### src/rtl/arb_irq_pkg.sv
package arb_irq_pkg;
  localparam int unsigned STATUS_IDX = 0;
  localparam int unsigned ENABLE_IDX = 1;

  typedef enum logic [1:0] {
    SEL_STATUS,
    SEL_ENABLE,
    SEL_NONE
  } reg_sel_e;
endpackage

### src/rtl/arb_bkm_watch.sv
module arb_bkm_watch #(
  parameter int unsigned TIMEOUT = 16
) (
  input  logic clk,
  input  logic rst,
  input  logic grant_i,
  input  logic start_i,
  output logic fire_o
);
  localparam int unsigned CNT_W = $clog2(TIMEOUT + 1);
  localparam logic [CNT_W-1:0] LAST = CNT_W'(TIMEOUT - 1);

  logic             grant_q;
  logic             waiting_q;
  logic [CNT_W-1:0] cnt_q;

  always_ff @(posedge clk) begin
    if (rst) begin
      grant_q   <= 1'b0;
      waiting_q <= 1'b0;
      cnt_q     <= '0;
      fire_o    <= 1'b0;
    end else begin
      grant_q <= grant_i;
      fire_o  <= 1'b0;
      if (!grant_i || start_i) begin
        waiting_q <= 1'b0;
        cnt_q     <= '0;
      end else if (!grant_q) begin
        // first granted clock counts as clock 1
        waiting_q <= 1'b1;
        cnt_q     <= CNT_W'(1);
      end else if (waiting_q) begin
        if (cnt_q == LAST) begin
          fire_o    <= 1'b1;
          waiting_q <= 1'b0;
          cnt_q     <= '0;
        end else begin
          cnt_q <= cnt_q + 1'b1;
        end
      end
    end
  end
endmodule

### src/rtl/arb_evt_capture.sv
module arb_evt_capture #(
  parameter int unsigned W = 2
) (
  input  logic         clk,
  input  logic         rst,
  input  logic [W-1:0] evt_i,
  output logic [W-1:0] pulse_o
);
  always_ff @(posedge clk) begin
    if (rst) pulse_o <= '0;
    else     pulse_o <= evt_i;
  end
endmodule

### src/rtl/arb_irq_regs.sv
module arb_irq_regs
  import arb_irq_pkg::*;
#(
  parameter int unsigned STAT_W = 6,
  parameter int unsigned DATA_W = 32,
  parameter int unsigned ADDR_W = 2
) (
  input  logic              clk,
  input  logic              rst,
  input  logic [STAT_W-1:0] hw_set_i,
  input  logic              wr_i,
  input  logic [ADDR_W-1:0] addr_i,
  input  logic [DATA_W-1:0] wdata_i,
  output logic [STAT_W-1:0] status_o,
  output logic [STAT_W-1:0] enable_o,
  output logic [DATA_W-1:0] rdata_o,
  output logic              irq_o
);
  localparam int unsigned PAD_W = DATA_W - STAT_W;

  reg_sel_e          sel;
  logic [STAT_W-1:0] toggle;
  logic [STAT_W-1:0] status_d;
  logic              unused_wdata_hi;

  assign unused_wdata_hi = ^wdata_i[DATA_W-1:STAT_W];

  always_comb begin
    if (addr_i == ADDR_W'(STATUS_IDX))      sel = SEL_STATUS;
    else if (addr_i == ADDR_W'(ENABLE_IDX)) sel = SEL_ENABLE;
    else                                    sel = SEL_NONE;
  end

  assign toggle   = (wr_i && sel == SEL_STATUS) ? wdata_i[STAT_W-1:0] : '0;
  // hardware set is ORed after the toggle so it takes priority
  assign status_d = (status_o ^ toggle) | hw_set_i;

  always_ff @(posedge clk) begin
    if (rst) begin
      status_o <= '0;
      enable_o <= '0;
      rdata_o  <= '0;
      irq_o    <= 1'b0;
    end else begin
      status_o <= status_d;
      if (wr_i && sel == SEL_ENABLE) enable_o <= wdata_i[STAT_W-1:0];
      irq_o <= |(status_o & enable_o);
      case (sel)
        SEL_STATUS: rdata_o <= {{PAD_W{1'b0}}, status_o};
        SEL_ENABLE: rdata_o <= {{PAD_W{1'b0}}, enable_o};
        default:    rdata_o <= '0;
      endcase
    end
  end
endmodule

### src/rtl/arb_irq_status.sv
module arb_irq_status #(
  parameter int unsigned NUM_MASTERS = 4,
  parameter int unsigned TIMEOUT     = 16,
  parameter int unsigned DATA_W      = 32,
  parameter int unsigned ADDR_W      = 2
) (
  input  logic                   clk,
  input  logic                   rst,
  input  logic [NUM_MASTERS-1:0] grant_i,
  input  logic [NUM_MASTERS-1:0] start_i,
  input  logic                   serr_n_i,
  input  logic                   clkrun_evt_i,
  input  logic                   reg_wr_i,
  input  logic [ADDR_W-1:0]      reg_addr_i,
  input  logic [DATA_W-1:0]      reg_wdata_i,
  output logic [DATA_W-1:0]      reg_rdata_o,
  output logic                   irq_o
);
  localparam int unsigned STAT_W = NUM_MASTERS + 2;

  logic [NUM_MASTERS-1:0] bkm_fire;
  logic [1:0]             evt_q;
  logic [STAT_W-1:0]      hw_set_w;
  logic [STAT_W-1:0]      status_w;
  logic [STAT_W-1:0]      enable_w;

  for (genvar m = 0; m < NUM_MASTERS; m++) begin : g_watch
    arb_bkm_watch #(.TIMEOUT(TIMEOUT)) i_watch (
      .clk    (clk),
      .rst    (rst),
      .grant_i(grant_i[m]),
      .start_i(start_i[m]),
      .fire_o (bkm_fire[m])
    );
  end

  arb_evt_capture #(.W(2)) i_evt (
    .clk    (clk),
    .rst    (rst),
    .evt_i  ({clkrun_evt_i, ~serr_n_i}),
    .pulse_o(evt_q)
  );

  assign hw_set_w = {evt_q, bkm_fire};

  arb_irq_regs #(
    .STAT_W(STAT_W),
    .DATA_W(DATA_W),
    .ADDR_W(ADDR_W)
  ) i_regs (
    .clk     (clk),
    .rst     (rst),
    .hw_set_i(hw_set_w),
    .wr_i    (reg_wr_i),
    .addr_i  (reg_addr_i),
    .wdata_i (reg_wdata_i),
    .status_o(status_w),
    .enable_o(enable_w),
    .rdata_o (reg_rdata_o),
    .irq_o   (irq_o)
  );
endmodule

### config.mk
export PLATFORM = sky130hd
export DESIGN_NAME = arb_irq_status
export DESIGN_NICKNAME = d
export VERILOG_FILES = /design/src/rtl/arb_irq_pkg.sv /design/src/rtl/arb_bkm_watch.sv /design/src/rtl/arb_evt_capture.sv /design/src/rtl/arb_irq_regs.sv /design/src/rtl/arb_irq_status.sv
export SDC_FILE = /design/constraint.sdc
export NUM_CORES = 1
export LEC_CHECK = 0
export ABC_AREA = 1
export BUFFER_PORTS_ARGS = -buffer_cell sky130_fd_sc_hd__buf_2
export CORE_MARGIN = 5
export CORE_UTILIZATION = 50
export DETAILED_ROUTE_END_ITERATION = 8
export PLACE_DENSITY = 0.79
export SYNTH_ARGS = -nofsm -noshare
export SYNTH_HDL_FRONTEND = slang
export SYNTH_SLANG_ARGS = --single-unit
### constraint.sdc
create_clock -name clk -period 1.2 [get_ports clk]
set_input_delay 0.24 -clock clk [delete_from_list [all_inputs] [get_ports clk]]
set_output_delay 0.24 -clock clk [all_outputs]
set_load 0.1 [all_outputs]
==> summary.txt <==
Floorplanning
  – Die Width: just under 80 um
  – Ports: 80
  – Die height: 79.2 um
  – Die ar.: 6270 um2
  – Floorplan Core Area: 4690 um2
  – Initial Util: between 50% and 60%
  – Cell row count: 25

Power
  – Design Power: 3.43 mW
  – Maximum vdd ir drop: between 0.8 and 0.9 mV
  – Power per Cell Area: approximately 1200 nW/um2
  – Leakage power: 1.23 nW

Yosys
  – Seq/Total Area, Yosys: between 40% and 50%
  – Synth area leaders: dfxtp_1 (44%), nand2_1 (12%), buf_4 (8.5%)
  – Avg Inst Size Synth: 7.46 um2
  – Synth area leader: dfxtp_1
  – Yosys cell types: 21
  – YS warnings: 0
  – Yosys top cell area share: between 40% and 50%
  – Mapped Area: between 2000 and 2500 um2
  – Post-Synthesis Cells: between 300 and 400
  – Register bit count reported by yosys: 53

Routing
  – Router iterations before antenna repair: 5
  – Iter 0 DRT Violations: 96
  – Vias: 1922
  – Routed WL: 4300 um
  – DRC viols: 0
  – Post-route ant nets: 0
  – Vias per std cell: ~4.7
  – Drt wl/cell: roughly 10 um

Place
  – HPWL Detailed: 3240 um
  – Buffers on Ports: 27
  – GPL Wtd Cong: 0.813
  – Placement Cell Area: between 2000 and 3000 um2
  – Placed Instances: 401

Setup path
  – Critical path type: reg2reg
  – Crit-path slowest cell: dfxtp_1
  – Most frequent CP cell: nand2_1
  – Required time of the critical path: around 1400 ps
  – Worst path bufs/invs: 1
  – Arr. time, crit path: 1320 ps
  – Worst setup EP type: register
  – CP cell instances: ha_2 -> nand2_1 -> inv_1 -> nand2_2 -> nand2_2 -> nand2_1 -> nand2_1 -> a21oi_2
  – Kind of start point of the critical path: register
  – Top Family by Delay on Critical Path: flip-flops
  – Slowest stage delay, CP: approximately 370 ps
  – CP Max Fanout: 4

GRT
  – Vias in the first global route: about 1700
  – Gr usage total: between 10% and 20%
  – Largest net degree at the start of global routing: 15
  – Total grt overflow: 0
  – Initial antenna violation count: 0
  – Global-route wire length before repair: between 6000 and 7000 um

Clocking
  – H-tree Lvls: 2
  – Number of buffers created by CTS: 5
  – Clock Latency Late Sink: 310 ps
  – Root buffer cell: clkbuf_8
  – Clk buf depth: 2
  – CTS tree: done
  – Reg clk slew, reported paths: about 80 ps
  – CTS Sinks: 53

Layout
  – FILL cells: 435
  – Layout cell share with drive strength beyond 1: 20.9%
  – Fin area: around 2800 um2
  – Non-Filler Instances: ~410
  – Area of the multi-input gates: 1050 um2
  – Synth-to-layout area growth: 15.1%
  – Diode count: 0
  – Final core occ: around three fifths
  – Reg area: approximately 1100 um2
  – Layout net count: ~410

Timing
  – Finish-stage setup viols: 0
  – Final slew viol count: 0
  – Final period util: between 90% and 100%
  – Final Hold Viols: 0
  – Setup_tns: 0 ps
  – Final clock skew: between 8 and 9 ps
  – FMAX: 889 MHz
  – Unrepaired setup endpoints after global routing: true
  – Fin crit period: around 1100 ps

Run
  – Max cap viols: 0

Min path
  – Worst hold path class: in2reg

Run status
  – Run status: completed
layer usage:
metal / vias to the layer above / part of all wire, % / global-route usage, %
met1: 842 / 45 / 16.3
li1: 1014 / - / -
met5: - / 0 / 0
met2: 59 / 45 / 23.5
met4: 0 / 1.7 / 5.67
met3: 7 / 8.5 / 4.99
sequential cells by signal (all words and copies together), names as in the netlist:
signal,flops
g_watch.i_watch.cnt_q,20
i_regs.enable_o,6
i_regs.rdata_o,6
i_regs.status_o,6
g_watch.i_watch.fire_o,4
g_watch.i_watch.grant_q,4
g_watch.i_watch.waiting_q,4
i_evt.pulse_o,2
i_regs.irq_o,1
synthesized netlist by cell type:
| master | n |
|---|---|
| nand3_1 | 20 |
| buf_4 | 27 |
| ha_1 | 4 |
| nor2_1 | 16 |
| nand2_2 | 1 |
| conb_1 | 1 |
| nor2_4 | 5 |
| dfxtp_1 | 53 |
| nor3_1 | 8 |
| a31oi_1 | 1 |
| a21oi_1 | 32 |
| inv_1 | 49 |
| nand3_2 | 4 |
| inv_2 | 5 |
| o21ai_1 | 4 |
| o21ai_0 | 3 |
| buf_6 | 1 |
| nand4_1 | 4 |
| buf_2 | 2 |
| xor2_1 | 4 |
| nand2_1 | 77 |
worst reg2reg max path: stages (launching register included):
cell     delay [ps]
dfxtp_1         370
ha_2            190
nand2_1          60
inv_1            70
nand2_2          80
nand2_2          70
nand2_1          50
nand2_1          80
a21oi_2          60
placed cells by master (no fill, tap or decap), types with 7 or more instances in the layout:
cell type,count
buf_12,7
nand3_1,20
nor2_1,16
conb_1,26
dfxtp_1,49
inv_1,49
nand2_2,11
a21oi_1,29
nand2_1,67
buf_4,7
nor3_1,8
buf_2,20
report_power, final:
| group | switching, mW | internal (mW) | total (mW) |
|---|---|---|---|
| clock network | 0.555 | 0.416 | 0.971 |
| logic | 0.514 | 0.102 | 0.616 |
| registers | 0.0411 | 1.80 | 1.84 |
| total | 1.11 | 2.32 | 3.43 |
repair_timing:
action	in CTS	in global routing
buffers inserted	0	3
endpoints found under the setup margin	0	7
endpoints found under the hold margin	0	0
hold buffers	0	0
gates resized for setup	0	21
final timing paths:
path	start	slack, ps	cells past startpoint	endpoint
max	g_watch[2].i_watch.cnt_q[1]	70	8	g_watch[2].i_watch.cnt_q[0]
min reg2reg	g_watch[0].i_watch.cnt_q[4]	450	2	g_watch[0].i_watch.cnt_q[4]
max reg2reg	g_watch[2].i_watch.cnt_q[1]	70	8	g_watch[2].i_watch.cnt_q[0]
min	serr_n_i	80	2	i_evt.pulse_o[0]
metrics by stage:
step           setup slack, ps  hold WS (ps)
2_1_floorplan             51.0           307
3_3_place_gp              71.0           399
3_5_place_dp              20.7           399
4_1_cts                   3.31          67.8
5_1_grt                  -39.7          61.2
6_report                  74.6          79.0
cells by family (layout without fill, tap and decap cells):
family | after synthesis | count (layout) | share of synthesized area (%)
and+or+nand+nor | 135 | 135 | 25.8
buffers and inverters | 84 | 96 | 17.8
adders and majority gates | 4 | 4 | 2.09
other | 1 | 26 | 0.157
AOI/OAI and AO/OA | 40 | 40 | 8.41
xor gates and xnor gates | 4 | 4 | 1.46
DFF | 53 | 53 | 44.3
layout make-up:
class	count	area share [%]
clock buffers	8	2.91
inverters	54	7.35
multi-input cells	209	38.0
flip-flops and latches	53	38.7
well taps	54	2.45
repair buffers	34	10.6
Note: power is estimated with default switching activity, not from simulation.
